<file path="config.mk">
export PLATFORM = sky130hd
export DESIGN_NAME = busreg_sequencer
export DESIGN_NICKNAME = d
export VERILOG_FILES = /design/src/rtl/srd_pkg.sv /design/src/rtl/srd_reg.sv /design/src/rtl/srd_alu.sv /design/src/rtl/srd_stepper.sv /design/src/rtl/busreg_sequencer.sv
export SDC_FILE = /design/constraint.sdc
export NUM_CORES = 1
export LEC_CHECK = 0
export ABC_AREA = 1
export ABC_CLOCK_PERIOD_IN_PS = 2600
export BUFFER_PORTS_ARGS = -buffer_cell sky130_fd_sc_hd__buf_2
export CAP_MARGIN = 5
export CELL_PAD_IN_SITES_DETAIL_PLACEMENT = 1
export CELL_PAD_IN_SITES_GLOBAL_PLACEMENT = 2
export CORE_UTILIZATION = 23
export CTS_CLUSTER_DIAMETER = 200
export CTS_CLUSTER_SIZE = 28
export DETAILED_ROUTE_END_ITERATION = 6
export GPL_ROUTABILITY_DRIVEN = 0
export PLACE_DENSITY_LB_ADDON = 0.3
export SKIP_CTS_REPAIR_TIMING = 1
export SYNTH_ARGS = -nofsm -noshare
export SYNTH_HDL_FRONTEND = slang
export SYNTH_SLANG_ARGS = --single-unit
</file>
<file path="constraint.sdc">
create_clock -name clk -period 2.6 [get_ports clk]
set_clock_uncertainty 0.05 [all_clocks]
set_input_delay 0.13 -clock clk [delete_from_list [all_inputs] [get_ports clk]]
set_output_delay 0.13 -clock clk [all_outputs]
set_load 0.005 [all_outputs]
</file>
<file path="src/rtl/srd_pkg.sv">
package srd_pkg;

  typedef enum logic [1:0] {
    STEP_IDLE  = 2'd0,
    STEP_ONE   = 2'd1,
    STEP_TWO   = 2'd2,
    STEP_THREE = 2'd3
  } step_t;

  typedef enum logic [2:0] {
    OP_ADD  = 3'b000,
    OP_SHL  = 3'b001,
    OP_SHR  = 3'b010,
    OP_NOT  = 3'b011,
    OP_AND  = 3'b100,
    OP_OR   = 3'b101,
    OP_XOR  = 3'b110,
    OP_NONE = 3'b111
  } alu_op_t;

endpackage

</file>
<file path="src/rtl/srd_reg.sv">
module srd_reg #(
  parameter int W = 8
) (
  input  logic         clk,
  input  logic         rst,
  input  logic         set,
  input  logic         en,
  input  logic [W-1:0] d,
  output logic [W-1:0] q,
  output logic [W-1:0] drv
);

  always_ff @(posedge clk) begin
    if (rst)      q <= '0;
    else if (set) q <= d;
  end

  // A storage element that is not driving contributes zeros to the OR bus.
  assign drv = en ? q : '0;

endmodule

</file>
<file path="src/rtl/srd_alu.sv">
module srd_alu #(
  parameter int W = 8
) (
  input  logic [2:0]   op,
  input  logic [W-1:0] a,
  input  logic [W-1:0] b,
  output logic [W-1:0] y
);
  import srd_pkg::*;

  function automatic logic [W-1:0] alu_eval(input logic [2:0] code,
                                            input logic [W-1:0] x,
                                            input logic [W-1:0] z);
    logic [W-1:0] r;
    case (alu_op_t'(code))
      OP_ADD:  r = x + z;                 // carry out dropped by width
      OP_SHL:  r = x << 1;
      OP_SHR:  r = x >> 1;
      OP_NOT:  r = ~x;
      OP_AND:  r = x & z;
      OP_OR:   r = x | z;
      OP_XOR:  r = x ^ z;
      default: r = '0;
    endcase
    return r;
  endfunction

  assign y = alu_eval(op, a, b);

endmodule

</file>
<file path="src/rtl/srd_stepper.sv">
module srd_stepper #(
  parameter int NUM_REGS = 4,
  localparam int SEL_W   = $clog2(NUM_REGS),
  localparam int NSLOT   = NUM_REGS + 2
) (
  input  logic             clk,
  input  logic             rst,
  input  logic             start,
  input  logic [SEL_W-1:0] src_a,
  input  logic [SEL_W-1:0] src_b,
  input  logic [SEL_W-1:0] dst,
  input  logic [2:0]       op,
  output srd_pkg::step_t   step,
  output logic [NSLOT-1:0] en_vec,
  output logic [NSLOT-1:0] set_vec,
  output logic [2:0]       alu_op,
  output logic             busy,
  output logic             done
);
  import srd_pkg::*;

  localparam int TMP_IDX = NUM_REGS;
  localparam int ACC_IDX = NUM_REGS + 1;

  logic [SEL_W-1:0] a_q, b_q, d_q;
  logic [2:0]       op_q;
  logic             take_cmd;

  assign take_cmd = (step == STEP_IDLE) && start;

  always_ff @(posedge clk) begin
    if (rst) begin
      step <= STEP_IDLE;
      done <= 1'b0;
      a_q  <= '0;
      b_q  <= '0;
      d_q  <= '0;
      op_q <= '0;
    end else begin
      done <= (step == STEP_THREE);
      if (take_cmd) begin
        a_q  <= src_a;
        b_q  <= src_b;
        d_q  <= dst;
        op_q <= op;
      end
      case (step)
        STEP_IDLE:  if (start) step <= STEP_ONE;
        STEP_ONE:   step <= STEP_TWO;
        STEP_TWO:   step <= STEP_THREE;
        default:    step <= STEP_IDLE;
      endcase
    end
  end

  // Per-step decode: exactly one driver and one capturer per active step.
  always_comb begin
    en_vec  = '0;
    set_vec = '0;
    case (step)
      STEP_ONE: begin
        en_vec[a_q]      = 1'b1;
        set_vec[TMP_IDX] = 1'b1;
      end
      STEP_TWO: begin
        en_vec[b_q]      = 1'b1;
        set_vec[ACC_IDX] = 1'b1;
      end
      STEP_THREE: begin
        en_vec[ACC_IDX]  = 1'b1;
        set_vec[d_q]     = 1'b1;
      end
      default: ;
    endcase
  end

  assign alu_op = op_q;
  assign busy   = (step != STEP_IDLE);

  p_done_single_r10: assert property (@(posedge clk) disable iff (rst)
    done |=> !done);

  p_ignore_start_r9: assert property (@(posedge clk) disable iff (rst)
    (busy && start) |=> $stable({a_q, b_q, d_q, op_q}));

  p_done_after_three_r2: assert property (@(posedge clk) disable iff (rst)
    (step == STEP_THREE) |=> (done && step == STEP_IDLE));

  p_step_order_r2: assert property (@(posedge clk) disable iff (rst)
    (step == STEP_ONE) |=> (step == STEP_TWO));

endmodule

</file>
<file path="src/rtl/busreg_sequencer.sv">
module busreg_sequencer #(
  parameter int DATA_W   = 8,
  parameter int NUM_REGS = 4,
  localparam int SEL_W   = $clog2(NUM_REGS)
) (
  input  logic                       clk,
  input  logic                       rst,
  input  logic                       start,
  input  logic [SEL_W-1:0]           src_a,
  input  logic [SEL_W-1:0]           src_b,
  input  logic [SEL_W-1:0]           dst,
  input  logic [2:0]                 op,
  output logic                       busy,
  output logic                       done,
  output logic [NUM_REGS*DATA_W-1:0] reg_file,
  output logic [DATA_W-1:0]          tmp_val,
  output logic [DATA_W-1:0]          acc_val
);
  import srd_pkg::*;

  localparam int NSLOT   = NUM_REGS + 2;
  localparam int TMP_IDX = NUM_REGS;
  localparam int ACC_IDX = NUM_REGS + 1;

  step_t             step;
  logic [NSLOT-1:0]  en_vec, set_vec;
  logic [2:0]        alu_op;
  logic [DATA_W-1:0] slot_q   [NSLOT];
  logic [DATA_W-1:0] slot_drv [NSLOT];
  logic [DATA_W-1:0] slot_d   [NSLOT];
  logic [DATA_W-1:0] bus;
  logic [DATA_W-1:0] alu_y;

  srd_stepper #(.NUM_REGS(NUM_REGS)) u_step (
    .clk(clk), .rst(rst), .start(start),
    .src_a(src_a), .src_b(src_b), .dst(dst), .op(op),
    .step(step), .en_vec(en_vec), .set_vec(set_vec),
    .alu_op(alu_op), .busy(busy), .done(done)
  );

  // Slots 0..NUM_REGS-1 are general registers, then TMP, then ACC.
  for (genvar i = 0; i < NSLOT; i++) begin : g_slot
    if (i == ACC_IDX) begin : g_acc_in
      assign slot_d[i] = alu_y;      // result path lands only in ACC
    end else begin : g_bus_in
      assign slot_d[i] = bus;
    end
    srd_reg #(.W(DATA_W)) u_reg (
      .clk(clk), .rst(rst), .set(set_vec[i]), .en(en_vec[i]),
      .d(slot_d[i]), .q(slot_q[i]), .drv(slot_drv[i])
    );
  end

  // Wired-OR bus.
  always_comb begin
    bus = '0;
    for (int k = 0; k < NSLOT; k++) bus = bus | slot_drv[k];
  end

  srd_alu #(.W(DATA_W)) u_alu (
    .op(alu_op), .a(bus), .b(slot_q[TMP_IDX]), .y(alu_y)
  );

  for (genvar i = 0; i < NUM_REGS; i++) begin : g_out
    assign reg_file[i*DATA_W +: DATA_W] = slot_q[i];
  end
  assign tmp_val = slot_q[TMP_IDX];
  assign acc_val = slot_q[ACC_IDX];

  p_one_driver_r8: assert property (@(posedge clk) disable iff (rst)
    $onehot0(en_vec));

  p_idle_bus_zero_r8: assert property (@(posedge clk) disable iff (rst)
    !busy |-> (bus == '0));

  p_tmp_capture_r3: assert property (@(posedge clk) disable iff (rst)
    (step == STEP_ONE) |=> (tmp_val == $past(bus)));

  p_acc_capture_r4: assert property (@(posedge clk) disable iff (rst)
    (step == STEP_TWO) |=> (acc_val == $past(alu_y)));

  p_acc_hold_r4: assert property (@(posedge clk) disable iff (rst)
    (step != STEP_TWO) |=> $stable(acc_val));

  p_regs_hold_r5: assert property (@(posedge clk) disable iff (rst)
    (step != STEP_THREE) |=> $stable(reg_file));

endmodule

</file>
==> results of run 1 <==
-- worst register-to-register path: cells and delay by family, from the launching register on --
| kind | cells | cell delay (ns) |
|---|---|---|
| buffers and inverters | 3 | 0.27 |
| and+or+nand+nor | 6 | 0.64 |
| DFF | 1 | 0.38 |
| adders and majority gates | 3 | 0.82 |
| AOI/OAI and AO/OA | 4 | 0.38 |
-- cell usage after synthesis --
cell type  number  area share
clkbuf_2        1      0.0014
a211oi_1        1      0.0021
nor2_2          4      0.0069
o22ai_1         1      0.0017
inv_1          83       0.086
nor3_4          2      0.0090
o211ai_1       15       0.031
nand2_4         1      0.0031
o21ai_2         1      0.0024
inv_2           7      0.0073
dfxtp_1        60        0.33
clkbuf_1        8      0.0083
o21a_1          1      0.0021
o2111ai_1       2      0.0049
a21oi_1        53       0.074
buf_4           2      0.0042
o221ai_1        1      0.0024
clkinv_1        1      0.0010
nand3b_1        2      0.0042
o21bai_1        1      0.0021
nand2_1       102        0.11
o21ai_1         4      0.0056
buf_2           5      0.0069
or2_2           1      0.0017
nor3_1          1      0.0014
nand4_1         5      0.0087
nand2_2         8       0.014
ha_1           22       0.076
nor2_4          3      0.0094
nand3_1        49       0.068
nor2_1         23       0.024
a221oi_1        1      0.0024
nor3_2          4       0.011
nand3_2         5       0.014
fa_1            1      0.0056
o21ai_0        39       0.054
a21oi_2         1      0.0024
-- power by group through the flow --
stage	Sequential, uW	Clock (uW)	Combinational (uW)
4_1_cts	1220	1160	1300
5_1_grt	1290	1210	2030
2_1_floorplan	1210	0	819
3_3_place_gp	1230	0	1260
6_report	1260	1130	1870
3_5_place_dp	1240	0	1300
-- metal layers --
layer / part of all wire / global-route usage
met2: 0.48 / 0.2757
met3: 0.026 / 0.03141
met5: 0 / 0
met1: 0.48 / 0.2274
met4: 0.012 / 0.05742
-- cell usage in the layout (no fill, tap or decap), types with 7 or more instances in the layout --
cell type	netlist	layout
a21oi_2	1	7
dfxtp_1	60	58
buf_2	5	61
nand2_1	102	88
buf_4	2	53
nand3_1	49	31
clkbuf_16	0	11
nor2_1	23	20
o211ai_1	15	15
o21ai_0	39	39
nand2_2	8	13
ha_4	0	15
inv_1	83	74
a21oi_1	53	46
nand3_2	5	18
inv_2	7	12
nand2_4	1	9
-- metrics by stage --
step / instance area [um2] / util / TNS (ns) / instances / power, uW
floorplan: 3650 / - / 0 / 521 / 2025
global placement: 4484 / 0.2939 / -0.6304 / 824 / 2493
detailed placement: 4484 / 0.2939 / -1.038 / 824 / 2539
CTS: 4756 / 0.3117 / -1.238 / 840 / 3687
global route: 5424 / 0.3555 / -1.124 / 855 / 4529
finish: 5424 / 0.3555 / -0.1594 / 855 / 4260
-- cells by family after synthesis --
kind of cell / count (synthesis) / share of synthesized area
simple gates: 210 / 0.2817
buf+inv: 107 / 0.1157
flops: 60 / 0.3334
compound gates: 121 / 0.1872
fa+ha+maj: 23 / 0.08197
-- flip-flops by register name, indices dropped and copies added (netlist names) --
signal and count:
u_step.a_q 2, u_step.alu_op 3, u_step.d_q 2, u_step.b_q 2, u_step.step 2, g_slot.u_reg.q 48, u_step.done 1
-- final cells by class --
| class | instances | area (um2) | area share |
|---|---|---|---|
| clock buffer | 12 | 246.5 | 0.04544 |
| timing repair buffer | 123 | 848.3 | 0.1564 |
| sequential | 60 | 1209 | 0.2228 |
| tap | 211 | 264.0 | 0.04867 |
| multi-input combinational | 354 | 2477 | 0.4567 |
| inverter | 91 | 354.1 | 0.06528 |
| clock inverter | 4 | 25.02 | 0.004614 |
-- final timing paths --
kind	end	slack, ns
setup reg to reg	g_slot[5].u_reg.q[2]$_SDFFE_PP0N_	-0.06
setup / recovery	g_slot[5].u_reg.q[2]$_SDFFE_PP0N_	-0.06
hold / removal	u_step.alu_op[1]$_SDFFE_PP0P_	0.04
hold reg to reg	g_slot[5].u_reg.q[1]$_SDFFE_PP0N_	0.45
==> reports/summary.txt, run 1 <==
Syn-to-layout area delta = 50.57%
Net Sw Frac = 0.3997
PnR worst setup slack = -0.06437 ns
Peak VDD IR = 336.8 uV
Status = finished, violations left
CP max-delay cell = dfxtp_4
Global-route wire length before repair = 21030 um
HPWL after detailed placement = 10350 um
Fmax = 0.3753 GHz
Buffers on Ports = 61
Critical Path, Cell by Cell = inv_4 > ha_4 > buf_12 > nand2_4 > o21ai_1 > inv_1 > nand2_2 > ha_4 > fa_2 > or2_4 > nand3_2 > o2111ai_2 > a21oi_2 > nand2_1 > nand2_1 > a21oi_1
R2r startpoint = u_step.step[0]$_SDFFE_PP0P_
Switch Pwr = 1703 uW
Crit path DAT = 2.83 ns
CP endpoint kind = flop
DR vias/cell = 4.556
Worst-case reg-to-reg path depth = 16
WHS = 0.03751 ns
Worst-Skew Late Latency = 0.34 ns
Setup-failing EPs final = 4
Post-synthesis sequential area ratio = 0.3334
Hold wc startpoint = op[1]
CP Launch Type = flop
Average wire per standard cell = 16.43 um
Distinct cell type count after synthesis = 37
Fin nets = 674
CTS Sinks = 60
Row count = 45
I/O pins = 62
Worst slew margin = 0.5477
Overall Global Routing Usage = 0.1702
Unrepaired setup endpoints after global routing = yes
DRC viols = 0
Initial antenna violation count = 0
CTS Buffer Depth = 2
Die Width = 127.1 um
Cells after Synth = 521
Setup WS pre-CTS = -0.2063 ns
Avg Cell Area, Syn = 6.914 um2
Root buf cell = clkbuf_16
Logic pwr share = 0.439
Starting Density = 0.2361
Worst-margin pin slew = 0.6776 ns
Critical Path Fanout Max = 6
Sequential group share of total power = 0.296
Register clock-pin slew on the reported worst setup and hold paths = 0.06 ns
Worst setup path start = u_step.step[0]$_SDFFE_PP0P_
Placeable Area = 15260 um2
Fill cell total of the finished layout = 1881
Top delay family on crit path = adder cells
CTS Buf Count = 9
CTS tree = yes
Detailed Routing Iterations Pass 1 = 4
Worst path bufs/invs = 3
Hold Crit Class = primary input to flop
Final Hold Viols = 0
PwrDens = 785.5 nW/um2
WS Path Type = flop to flop
Fin. max-slew vios = 0
Clock share of power = 0.265
Routed via count = 3895
Yosys reg bits = 60
Vias in the first global route = 3919
Cell internal pwr = 2558 uW
WL final = 14050 um
Final ANT Viol Nets = 0
Required time worst endpoint = 2.77 ns
Worst Hold Depth = 3
Max-cap violations = 0
Crit path time final = 2.664 ns
Fraction of layout cells with a size suffix above 1 = 0.3866
Antenna diode count = 0
Largest net degree at the start of global routing = 25
Syn. warnings = 0
H-tree depth = 3
Mapped Nets = 556
DR iter-0 viols = 119
Tcrit/Tclk final = 1.025
Max stage delay on crit path = 0.38 ns
Leakage Power = 0.002561 uW
Mapped Area = 3602 um2
Number of cells on the critical path = 16
Failing checks = negative setup slack
Die area = 16170 um2
Die H = 127.1 um
Final global-route overflow total = 0
No activity file was read; power rests on OpenSTA's default activity.
==> run 2, diff against run 1 <==
- ABC_AREA: 1 -> not set
- ABC_CLOCK_PERIOD_IN_PS: 2600 -> 2200
- CORE_MARGIN: not set -> 5
- clock period: 2.6 -> 2.2 ns (I/O delays scaled with it)
==> run 2 against run 1 <==
Compared with the run above: the run still ends with negative setup slack left; die area rose by 7.5%; critical path type unchanged; core utilization is 2.8 points higher; global-route usage decreased by 1.8 points; hold slack better by 0.13 ns.
==> reports/summary.txt, run 2 <==
Unrepaired setup endpoints after global routing = yes
Yosys top cell area share = 0.3520
Setup-failing EPs final = 25
Synth cell count leaders = dfxtp_1 (60), nand2_1 (50), nor2_1 (47), a211oi_1 (42), ha_1 (22)
CP Launch Type = flop
Detailed Routing Iterations Pass 1 = 4
Switch Pwr = 1041 uW
Clock share of power = 0.418
CTS Sinks = 60
Average wire per standard cell = 17.66 um
TNS Setup = -8.696 ns
Initial antenna violation count = 0
Fin nets = 608
Most common cell after layout, fill and taps aside = buf_4
Sequential group share of total power = 0.352
Placeable Area = 14530 um2
Vias in the first global route = 3900
Fraction of layout cells with a size suffix above 1 = 0.4827
Leakage Power = 0.002353 uW
Mapped Nets = 446
Commonest cells after routing, fill and taps aside = buf_4 (90), buf_2 (61), dfxtp_1 (58)
H-tree depth = 3
Number of synthesized flops with an enable pin = 0
Max stage delay on crit path = 0.37 ns
Failing checks = negative setup slack
Cell Area, Placed = 4710 um2
CP endpoint kind = flop
Yosys reg bits = 60
CTS Buf Count = 9
Final instance area = 5577 um2
Worst Hold Depth = 4
Critical Path Fanout Max = 6
I/O pins = 62
PnR worst setup slack = -1.148 ns
Final ANT Viol Nets = 0
Critical Path, Cell by Cell = inv_2 > ha_4 > nand3_4 > o32ai_4 > a222oi_1 > and3_1 > inv_2 > ha_4 > fa_2 > a21o_1 > a21oi_2 > xnor2_1 > a222oi_1 > o21ai_1 > o31a_1
CTS tree = yes
PwrDens = 626.3 nW/um2
Routed via count = 3745
Antenna diode count = 0
Die area = 17370 um2
Worst-case reg-to-reg path depth = 15
Setup WS pre-CTS = -1.154 ns
Post-synthesis sequential area ratio = 0.3520
Worst-margin pin slew = 0.8992 ns
Max-cap violations = 0
WL final = 13460 um
Fmax = 0.2987 GHz
Starting Density = 0.2348
Tcrit/Tclk final = 1.522
Row count = 44
CP max-delay cell = a222oi_1
Avg Cell Area, Syn = 8.302 um2
Overall Global Routing Usage = 0.1521
Status = finished, violations left
Peak VDD IR = 421.3 uV
Hold Crit Class = primary input to flop
Required time worst endpoint = 2.38 ns
Final Hold Viols = 0
Syn. warnings = 0
Logic pwr share = 0.230
DR iter-0 viols = 208
Top-count cell post-synth = dfxtp_1
Net Sw Frac = 0.2979
Worst-Skew Late Latency = 0.34 ns
WHS = 0.1718 ns
Distinct cell type count after synthesis = 57
HPWL after detailed placement = 10060 um
Mapped Area = 3412 um2
Worst slew margin = 0.4005
Fill cell total of the finished layout = 1701
Buffers on Ports = 61
Crit path DAT = 3.53 ns
Multi-input logic area = 2419 um2
Cell internal pwr = 2452 uW
DR vias/cell = 4.915
Max reg flops = 48
Synth top area cells = dfxtp_1 (35%), a211oi_1 (9.2%), ha_1 (8.1%)
Leading area contributor after synthesis = dfxtp_1
Post-synth ARST share = 0
Final global-route overflow total = 0
Die H = 131.8 um
WS Path Type = flop to flop
CTS Buffer Depth = 2
Register area = 1204 um2
Crit path time final = 3.348 ns
Cells after Synth = 411
Register clock-pin slew on the reported worst setup and hold paths = 0.06 ns
Fin. max-slew vios = 0
Die Width = 131.8 um
DRC viols = 0
Syn-to-layout area delta = 63.44%
Largest net degree at the start of global routing = 36
Biggest register = g_slot.u_reg.q
Global-route wire length before repair = 21360 um
R2R setup slack = -1.15 ns
Main synth FF type = dfxtp_1
Root buf cell = clkbuf_16
run 2: power groups by stage:
stage                     registers (uW)  clock network (uW)  logic [uW]
after floorplan                     1230                   0         444
after global placement              1250                   0         695
after detailed placement            1250                   0         716
after CTS                           1230                1510         722
after global routing                1240                1540         888
final                               1230                1460         804
run 2: routing by layer:
layer | up-vias | part of all wire | GRT usage
met4 | 0 | 0.019 | 0.04914
met5 | - | 0 | 0
met3 | 18 | 0.032 | 0.03473
li1 | 1797 | - | -
met1 | 1862 | 0.44 | 0.1913
met2 | 68 | 0.51 | 0.2576
run 2: worst paths after layout:
| check | startpoint | end |
|---|---|---|
| worst max register to register | u_step.step[0]$_SDFFE_PP0P_ | g_slot[5].u_reg.q[4]$_SDFFE_PP0N_ |
| worst min register to register | u_step.alu_op[1]$_SDFFE_PP0P_ | u_step.alu_op[1]$_SDFFE_PP0P_ |
| worst min-delay path | start | u_step.step[0]$_SDFFE_PP0P_ |
| worst max-delay path | u_step.step[0]$_SDFFE_PP0P_ | g_slot[5].u_reg.q[4]$_SDFFE_PP0N_ |
run 2: worst max-delay path: cells and delay by family, from the launching register on:
family | cells | cell delay (ns)
adder cells (fa/ha/maj) | 3 | 0.78
XOR/XNOR | 1 | 0.08
buffers and inverters | 2 | 0.13
AO/OA/AOI/OAI | 7 | 1.49
flip-flops | 1 | 0.36
AND/OR/NAND/NOR | 2 | 0.35
run 2: metrics by stage:
step / std cells / utilization / total power, uW
floorplan: 411 / - / 1672
global placement: 724 / 0.3240 / 1941
detailed placement: 724 / 0.3240 / 1967
CTS: 740 / 0.3450 / 3458
global route: 762 / 0.3837 / 3671
finish: 762 / 0.3837 / 3493
run 2: area by class of cell:
cell class / instances / share of cell area
clock buffer: 12 / 0.04600
multi-input combinational: 294 / 0.4337
sequential: 60 / 0.2158
inverter: 26 / 0.01750
tap: 184 / 0.04128
timing repair buffer: 182 / 0.2372
clock inverter: 4 / 0.008526
run 2: logic make-up (layout without fill, tap and decap cells):
logic type / count (synthesis) / after routing / share of synthesized area
xor+xnor: 4 / 4 / 0.01027
compound gates: 120 / 120 / 0.2681
buf+inv: 57 / 224 / 0.06967
simple gates: 135 / 135 / 0.1779
flops: 60 / 60 / 0.3520
fa+ha+maj: 23 / 23 / 0.08654
mux: 12 / 12 / 0.03557
